--- src/rtl/fcvt_pkg.sv ---
package fcvt_pkg;
  localparam int DP_W   = 64;
  localparam int SP_W   = 32;
  localparam int FLAG_W = 4;

  typedef struct packed {
    logic nv;  // invalid
    logic of;  // overflow
    logic uf;  // underflow
    logic nx;  // inexact
  } fcvt_flags_t;
endpackage

--- src/rtl/rto_lane_conv.sv ---
module rto_lane_conv
  import fcvt_pkg::*;
(
  input  logic [DP_W-1:0] src,
  output logic [SP_W-1:0] res,
  output fcvt_flags_t     flg
);
  localparam logic [10:0] EXP_MAX   = 11'h7FF;
  localparam logic [10:0] EXP_OVF   = 11'd1151;
  localparam logic [10:0] EXP_NORM  = 11'd897;
  localparam logic [10:0] EXP_DEEP  = 11'd863;
  localparam logic [10:0] REBIAS    = 11'd896;
  localparam logic [10:0] SUB_SHIFT = 11'd926;

  logic        sgn;
  logic [10:0] ex;
  logic [51:0] fr;
  logic [52:0] sig;
  logic [5:0]  sh;
  logic [22:0] shifted;
  logic        lost;
  logic        sticky_n;

  always_comb begin
    sgn      = src[63];
    ex       = src[62:52];
    fr       = src[51:0];
    sig      = {1'b1, fr};
    sh       = (ex < EXP_DEEP) ? 6'd63 : 6'(SUB_SHIFT - ex);
    shifted  = 23'(sig >> sh);
    lost     = |(sig & ~({53{1'b1}} << sh));
    sticky_n = |fr[28:0];
    res      = '0;
    flg      = '0;
    if (ex == EXP_MAX) begin
      if (fr == '0) begin
        res = {sgn, 8'hFF, 23'h0};
      end else begin
        res    = {sgn, 8'hFF, 1'b1, fr[50:29]};
        flg.nv = ~fr[51];
      end
    end else if (ex == '0) begin
      if (fr == '0) begin
        res = {sgn, 31'h0};
      end else begin
        res    = {sgn, 30'h0, 1'b1};
        flg.uf = 1'b1;
        flg.nx = 1'b1;
      end
    end else if (ex >= EXP_OVF) begin
      res    = {sgn, 8'hFE, {23{1'b1}}};
      flg.of = 1'b1;
      flg.nx = 1'b1;
    end else if (ex >= EXP_NORM) begin
      res    = {sgn, 8'(ex - REBIAS), fr[51:30], fr[29] | sticky_n};
      flg.nx = sticky_n;
    end else begin
      res    = {sgn, 8'h00, shifted[22:1], shifted[0] | lost};
      flg.uf = lost;
      flg.nx = lost;
    end
  end
endmodule

--- src/rtl/rto_lane_slot.sv ---
module rto_lane_slot
  import fcvt_pkg::*;
(
  input  logic [DP_W-1:0] src,
  input  logic [DP_W-1:0] old,
  input  logic            pred,
  output logic [DP_W-1:0] slot,
  output fcvt_flags_t     flags
);
  logic [SP_W-1:0] conv_res;
  fcvt_flags_t     conv_flg;

  rto_lane_conv u_conv (
    .src (src),
    .res (conv_res),
    .flg (conv_flg)
  );

  always_comb begin
    if (pred) begin
      slot  = {{(DP_W-SP_W){1'b0}}, conv_res};
      flags = conv_flg;
    end else begin
      slot  = old;
      flags = '0;
    end
  end
endmodule

--- src/rtl/rto_out_stage.sv ---
module rto_out_stage #(
  parameter int W = 8
) (
  input  logic         clk,
  input  logic         rst_n,
  input  logic         in_valid,
  output logic         in_ready,
  input  logic [W-1:0] in_data,
  output logic         out_valid,
  input  logic         out_ready,
  output logic [W-1:0] out_data
);
  assign in_ready = ~out_valid | out_ready;

  always_ff @(posedge clk) begin
    if (!rst_n) begin
      out_valid <= 1'b0;
      out_data  <= '0;
    end else if (in_ready) begin
      out_valid <= in_valid;
      if (in_valid) out_data <= in_data;
    end
  end
endmodule

--- src/rtl/dp2sp_rto_conv.sv ---
module dp2sp_rto_conv
  import fcvt_pkg::*;
#(
  parameter int LANES = 4
) (
  input  logic                  clk,
  input  logic                  rst_n,
  input  logic                  in_valid,
  output logic                  in_ready,
  input  logic [LANES*DP_W-1:0] in_src,
  input  logic [LANES*DP_W-1:0] in_dst_old,
  input  logic [LANES-1:0]      in_pred,
  output logic                  out_valid,
  input  logic                  out_ready,
  output logic [LANES*DP_W-1:0] out_vec,
  output logic [LANES*FLAG_W-1:0] out_flags
);
  localparam int VEC_W = LANES * DP_W;
  localparam int FLG_W = LANES * FLAG_W;
  localparam int PKT_W = VEC_W + FLG_W;

  logic [VEC_W-1:0] nxt_vec;
  logic [FLG_W-1:0] nxt_flags;
  logic [PKT_W-1:0] reg_pkt;

  for (genvar i = 0; i < LANES; i++) begin : g_lane
    fcvt_flags_t lane_flg;
    rto_lane_slot u_slot (
      .src   (in_src[i*DP_W +: DP_W]),
      .old   (in_dst_old[i*DP_W +: DP_W]),
      .pred  (in_pred[i]),
      .slot  (nxt_vec[i*DP_W +: DP_W]),
      .flags (lane_flg)
    );
    assign nxt_flags[i*FLAG_W +: FLAG_W] = lane_flg;
  end

  rto_out_stage #(.W(PKT_W)) u_stage (
    .clk       (clk),
    .rst_n     (rst_n),
    .in_valid  (in_valid),
    .in_ready  (in_ready),
    .in_data   ({nxt_flags, nxt_vec}),
    .out_valid (out_valid),
    .out_ready (out_ready),
    .out_data  (reg_pkt)
  );

  assign out_vec   = reg_pkt[VEC_W-1:0];
  assign out_flags = reg_pkt[PKT_W-1:VEC_W];
endmodule

--- config.mk ---
export PLATFORM = sky130hd
export DESIGN_NAME = dp2sp_rto_conv
export DESIGN_NICKNAME = d
export VERILOG_FILES = /design/src/rtl/fcvt_pkg.sv /design/src/rtl/rto_lane_conv.sv /design/src/rtl/rto_lane_slot.sv /design/src/rtl/rto_out_stage.sv /design/src/rtl/dp2sp_rto_conv.sv
export SDC_FILE = /design/constraint.sdc
export NUM_CORES = 2
export LEC_CHECK = 0
export ABC_AREA = 1
export BUFFER_PORTS_ARGS = -buffer_cell sky130_fd_sc_hd__buf_2
export CAP_MARGIN = 20
export CORE_AREA = 2 2 309 311
export CTS_BUF_LIST = sky130_fd_sc_hd__clkbuf_4 sky130_fd_sc_hd__clkbuf_8
export DETAILED_ROUTE_END_ITERATION = 8
export DIE_AREA = 0 0 311 313
export MAX_ROUTING_LAYER = met4
export PLACE_DENSITY = 0.64
export REMOVE_ABC_BUFFERS = 1
export SETUP_SLACK_MARGIN = 0.1
export SLEW_MARGIN = 20
export SYNTH_ARGS = -nofsm -noshare
export SYNTH_HDL_FRONTEND = slang
export SYNTH_SLANG_ARGS = --single-unit
--- constraint.sdc ---
create_clock -name clk -period 2.35 [get_ports clk]
set_clock_uncertainty 0.2 [all_clocks]
set_input_delay 0.1175 -clock clk [delete_from_list [all_inputs] [get_ports clk]]
set_output_delay 0.1175 -clock clk [all_outputs]
set_load 0.02 [all_outputs]
* Yosys cells after proc, flatten, opt, wreduce, memory -nomap -nowiden *
Index checks and enable logic that the tools add are counted.

storage, ports and cells
  register bits after elaboration = 273
  input port bits = 520
  logic and storage cells = 153

operators by class
  add/subtract/negate cells = 8
  magnitude comparators = 12
  eq/ne operators = 4
  shift operators = 8
  mux-type cells = 80
  bitwise operators = 22
  reductions and logical operators = 17

operator list
  kind                                                                     number
  31-bit two-way mux                                                       16
  64-bit two-way mux                                                       4
  53-bit bitwise AND                                                       4
  53-bit inverter                                                          4
  53-bit OR reduction                                                      4
  53-bit by 6-bit << shifter with 53-bit output, first input constant      4
  53-bit by 6-bit >> shifter with 23-bit output                            4
  52-bit zero test                                                         4
  29-bit OR reduction                                                      4
  23-bit two-way mux                                                       4
  11-bit == test, second input constant                                    4
  11-bit by 10-bit >= comparator with 1-bit output, second input constant  4
  11-bit >= comparator, second input constant                              4
  11-bit zero test                                                         4
  11-bit by 10-bit < comparator with 1-bit output, second input constant   4
  1-bit two-way mux                                                        36
  8-bit subtractor, second input constant                                  4
  6-bit two-way mux                                                        4
  5-bit by 6-bit subtractor with 6-bit output, first input constant        4
  2-bit two-way mux                                                        8
  4-bit two-way mux                                                        4
  3-bit two-way mux                                                        4
  1-bit bitwise OR                                                         9
  1-bit inverter                                                           5
  2-bit AND reduction                                                      1

* Logic depth before layout (Yosys ltp) *
  word-level depth = 12
  depth in mapped cells = 25
  mapped depth without buffers = 24

* Cells and area by module *
From an unflattened synthesis, not the netlist that was laid out.

second synthesis, totals
  cells, all modules = 6699
  area, all modules = 34241.6 um^2

by module, submodules not included
  module                                       instances  cells each  area each (um^2)  seq. area each (um^2)
  rto_lane_conv (g_lane[1].u_slot.u_conv ...)  3          1053        4798.4            0.0
  rto_out_stage                                1          1788        12246.7           5465.2
  rto_lane_conv (g_lane[0].u_slot.u_conv)      1          1032        4652.0            0.0
  rto_lane_slot                                4          180         737.0             0.0

* Worst setup path after synthesis *
Ideal clock, no wire load.

  path kind = in2reg
  from = in in_src[244]
  to = reg u_stage.out_data[192]
  library setup time = 0.132 ns
  arrival = 2.211 ns
  data required time = 2.018 ns
  setup slack = -0.193 ns
  stages on the path = 21
  path buffers = 2
  cells stage by stage = inv_1 -> buf_2 -> clkbuf_1 -> ha_1 -> nand3_1 -> inv_1 -> nand2_1 -> o21ai_0 -> nand2_1 -> nand2_1 -> nand2_1 -> nor2_1 -> nand2_1 -> nor2_1 -> nand2_1 -> nand2_1 -> nand3_1 -> nand2_1 -> nand2_1 -> nand2_1 -> a21oi_1

between the ends
  cells in the longest elaborated chain, start to end = 12
  elaborated cells between the ends (all ways) = 18
  classes of those cells = add/sub: 1; order compare: 3; eq/ne: 1; shift: 2; mux: 6; bitwise: 3; reduce/logical: 2

ends and longest elaborated chain
  element                                                                                                         RTL line              RTL
  start, declared                                                                                                 dp2sp_rto_conv.sv:10  input logic [LANES*DP_W-1:0] in_src,
  11-bit by 10-bit < comparator with 1-bit output or 5-bit by 6-bit subtractor with 6-bit output (tied branches)  rto_lane_conv.sv:29   sh = (ex < EXP_DEEP) ? 6'd63 : 6'(SUB_SHIFT - ex);
  6-bit two-way mux                                                                                               rto_lane_conv.sv:29
  53-bit by 6-bit << shifter with 53-bit output                                                                   rto_lane_conv.sv:31   lost = |(sig & ~({53{1'b1}} << sh));
  53-bit inverter                                                                                                 rto_lane_conv.sv:31
  53-bit bitwise AND                                                                                              rto_lane_conv.sv:31
  53-bit OR reduction                                                                                             rto_lane_conv.sv:31
  1-bit bitwise OR                                                                                                rto_lane_conv.sv:58   res = {sgn, 8'h00, shifted[22:1], shifted[0] | lost};
  31-bit two-way mux                                                                                              rto_lane_conv.sv:54   end else if (ex >= EXP_NORM) begin
  31-bit two-way mux                                                                                              rto_lane_conv.sv:50   end else if (ex >= EXP_OVF) begin
  31-bit two-way mux                                                                                              rto_lane_conv.sv:42   end else if (ex == '0) begin
  31-bit two-way mux (*)                                                                                          rto_lane_conv.sv:35   if (ex == EXP_MAX) begin
  64-bit two-way mux (*)                                                                                          rto_lane_slot.sv:20   if (pred) begin
  end signal, assigned                                                                                            rto_out_stage.sv:21   if (in_valid) out_data <= in_data;
  end, declared                                                                                                   rto_out_stage.sv:11   output logic [W-1:0] out_data

Every way passes the cells marked *; elsewhere a longest branch is shown, timed or not.
A chain may end at the register's enable or synchronous reset.

* Worst setup path after layout *
  from = in in_src[59]
  to = reg u_stage.out_data[19]

between the ends
  cells in the longest elaborated chain, start to end = 8
  elaborated cells between the ends (all ways) = 12
  classes of those cells = order compare: 3; eq/ne: 1; shift: 1; mux: 6; reduce/logical: 1

ends and longest elaborated chain
  element                                          RTL line             RTL
  11-bit by 10-bit < comparator with 1-bit output  rto_lane_conv.sv:29
  6-bit two-way mux                                rto_lane_conv.sv:29
  53-bit by 6-bit >> shifter with 23-bit output    rto_lane_conv.sv:30  shifted = 23'(sig >> sh);
  31-bit two-way mux                               rto_lane_conv.sv:54
  31-bit two-way mux                               rto_lane_conv.sv:50
  31-bit two-way mux                               rto_lane_conv.sv:42
  31-bit two-way mux (*)                           rto_lane_conv.sv:35
  64-bit two-way mux (*)                           rto_lane_slot.sv:20

Marks and branches as above.

==> results.ini <==
[yosys]
netlist_instances = 5520
ys_seq_area_share_pct = 18.5
synth_area_um2 = 29500
syn_avg_cell_area_um2 = 5.34
synth_cell_types = 61
yosys_warnings = 0
ys_seq_elements = 273

[worst_setup_path]
critical_path.endpoint_type = flop
ff2ff_path_depth = 8
crit_path_max_fanout = 7
crit_start = in_src[59]
r2r_start = u_stage.out_valid
crit_type = primary input to flop
crit_end = u_stage.out_data[19]
required_ns = 2.71
startpoint_type = primary input
ff2ff_setup_slack_ns = 0.14
cp.arrival_ns = 2.60
r2r_end = u_stage.out_data[179]

[sta]
setup_tns_ns = 0
hold_viol = 0
finalCritPeriodShare_pct = 94.9
slew_headroom_pct = 56.2
max_slew.worst_pin.slew_ns = 0.657
fmax_mhz = 448
rsz0062_at_grt = true
fin_crit_ns = 2.23
drv_slew = 0
setup_viol = 0

[pwr]
cellPowerDensity_nw_per_um2 = 436
p_leak_nw = 25.8
power_mw = 22.4
ir_drop_v = 0.000529

[floorplan]
fp-row-count = 113
core_area_um2 = 94200
start_util_pct = 31.3
pin_count = 794
die_area_um2 = 97300
chipWidth_um = 311
die_h_um = 313

[clock_network]
clock_latency_ns = 0.70
clock-root-buffer = clkbuf_8
cts_buffer_depth = 3
ctsHtreeMaxLevel = 2
cts_tree = yes
numCtsBuffers = 52
clock-sinks = 273
clk_pin_slew_ns = 0.06

[grt]
grt_pass1_wl_um = 291000
grt_overflow_total = 0
track_usage_pct = 39.7
grt_pass1_vias = 47800
grt_max_degree = 102
antenna_found_initial = 12

[drt]
wl_per_cell_um = 22.3
vias = 49800
via_per_inst = 5.48
drc_errors = 0
drt_first_iter_violations = 5977
dr.pass1.iters = 6
ant_nets = 0
routed_wl_um = 202000

[hold_path]
hold_class = primary input to flop
hp-start = in_src[180]

[layout]
synthToLayoutAreaGrowth_pct = 74.2
final_area_um2 = 51300
multi_input_area_um2 = 21700
fill_cells = 9148
drive_gt1_share_pct = 30.0
regArea_um2 = 5470
finalNetCount = 8295

[placed_design]
placed_cell_area_um2 = 42000
place_congestion = 1.07
hpwl_um = 149000
portBuffers = 793

[run]
cap_violations = 0

[outcome]
status = finished clean

-- where the power goes --
group / internal, mW / total (mW) / switching [mW]
clock: 3.20 / 5.73 / 2.53
sequential: 4.90 / 5.08 / 0.184
combinational: 4.80 / 11.6 / 6.78
-- final cells by class --
type / count / share of cell area (%)
repair inverters: 2 / 0.0317
clock inverters: 14 / 0.383
flip-flops and latches: 273 / 10.6
multi-input cells: 4486 / 42.2
inverters: 411 / 3.10
clock buffers: 80 / 1.97
repair buffers: 2536 / 38.5
well taps: 1265 / 3.08
diodes: 12 / 0.0585
-- worst min path at each step --
stage / end / cells after the start
after floorplan: u_stage.out_data[233] / 2
after global placement: u_stage.out_data[123] / 3
after detailed placement: u_stage.out_data[188] / 3
after CTS: u_stage.out_data[261] / 11
after global routing: u_stage.out_data[151] / 6
final: u_stage.out_data[151] / 6
-- worst max-delay path: stages --
cell      delay (ns)
buf_4           0.13
inv_2           0.09
nand2_2         0.06
nor2_2          0.12
nand3_2         0.10
nand2_4         0.11
nand2_8         0.10
buf_12          0.16
buf_4           0.14
nand2_1         0.06
o21ai_2         0.06
buf_6           0.13
buf_4           0.13
mux2i_4         0.15
nand2_1         0.08
o21ai_2         0.08
nand2_1         0.09
nand3_1         0.08
o211ai_1        0.14
buf_4           0.19
nand3_1         0.06
nand2_1         0.07
nand2_1         0.06
a21oi_1         0.06
-- metrics by stage --
step | worst slack (ns) | hold slack [ns] | std cells | utilization [%]
floorplan | -8.68 | 0.0532 | 5170 | -
global placement | -0.725 | 0.184 | 8291 | 44.6
detailed placement | -0.758 | 0.190 | 8291 | 44.6
CTS | 0.106 | 0.00220 | 9010 | 52.5
global route | -0.0354 | 0.0327 | 9077 | 54.5
finish | 0.119 | 0.0285 | 9079 | 54.5
-- registers in the layout (all words and copies together) (netlist names) --
name and flops:
u_stage.out_valid 1, u_stage.out_data 272
-- timing repair --
item,4_1_cts,5_1_grt
pin swaps,0,77
gates resized for setup,11,407
setup buffers,0,45
endpoints found under the hold margin,273,2
hold buffers,625,2
setup endpoints to repair,9,167
cloned,0,13
-- synth_stat cells, drive strengths merged --
cell	instances	share of area, %
o211ai	111	2.9
o311ai	1	0.030
clkinv	7	0.089
o21a	4	0.10
o2111ai	9	0.27
or3	1	0.021
o31ai	8	0.22
a31oi	24	0.51
a22oi	3	0.12
a211oi	2	0.051
nor2	414	5.5
buf	188	4.0
o21ai	660	11
nand4	66	1.5
dlygate4sd1	2	0.059
o2bb2ai	1	0.030
mux2i	20	0.68
nor3	35	0.61
a221oi	3	0.089
o21bai	5	0.13
o221ai	5	0.15
clkbuf	160	2.0
a32oi	1	0.030
or2	18	0.38
inv	404	5.1
or4	3	0.076
o22ai	3	0.085
nand3	609	11
a21boi	1	0.025
dfxtp	273	19
a21o	1	0.025
xor2	3	0.15
nand3b	8	0.20
o41ai	1	0.055
nor4	37	0.79
a21oi	414	7.0
ha	13	0.55
nand2	2002	26
-- logic make-up after synthesis --
logic type               share of synthesized area (%)
XOR/XNOR                                         0.153
AO/OA/AOI/OAI                                     23.2
flip-flops                                        18.5
buffers and inverters                             11.3
AND/OR/NAND/NOR                                   45.6
multiplexers                                     0.679
adder cells (fa/ha/maj)                          0.552
-- placed cells by master, fill, tap and decap left out, types with 34 or more instances in the layout --
| cell | n |
|---|---|
| a21oi_1 | 389 |
| buf_12 | 61 |
| buf_2 | 788 |
| buf_4 | 1019 |
| clkbuf_8 | 66 |
| dfxtp_1 | 273 |
| dlygate4sd3_1 | 622 |
| inv_1 | 359 |
| inv_2 | 34 |
| nand2_1 | 1931 |
| nand2_2 | 47 |
| nand3_1 | 569 |
| nand3_2 | 35 |
| nand4_1 | 63 |
| nor2_1 | 375 |
| o211ai_1 | 109 |
| o21ai_0 | 321 |
| o21ai_1 | 268 |
| o21ai_2 | 70 |
-- metal layers --
layer	routed length, µm	share of wire (%)	GRT usage (%)	vias to the layer above
li1	-	-	-	22800
met1	78200	39	47.4	22900
met2	90900	45	62.9	3207
met3	19800	9.8	7.60	845
met4	13500	6.7	21.5	0
met5	0	0	-	-
Power figures use the tool's default switching activity.
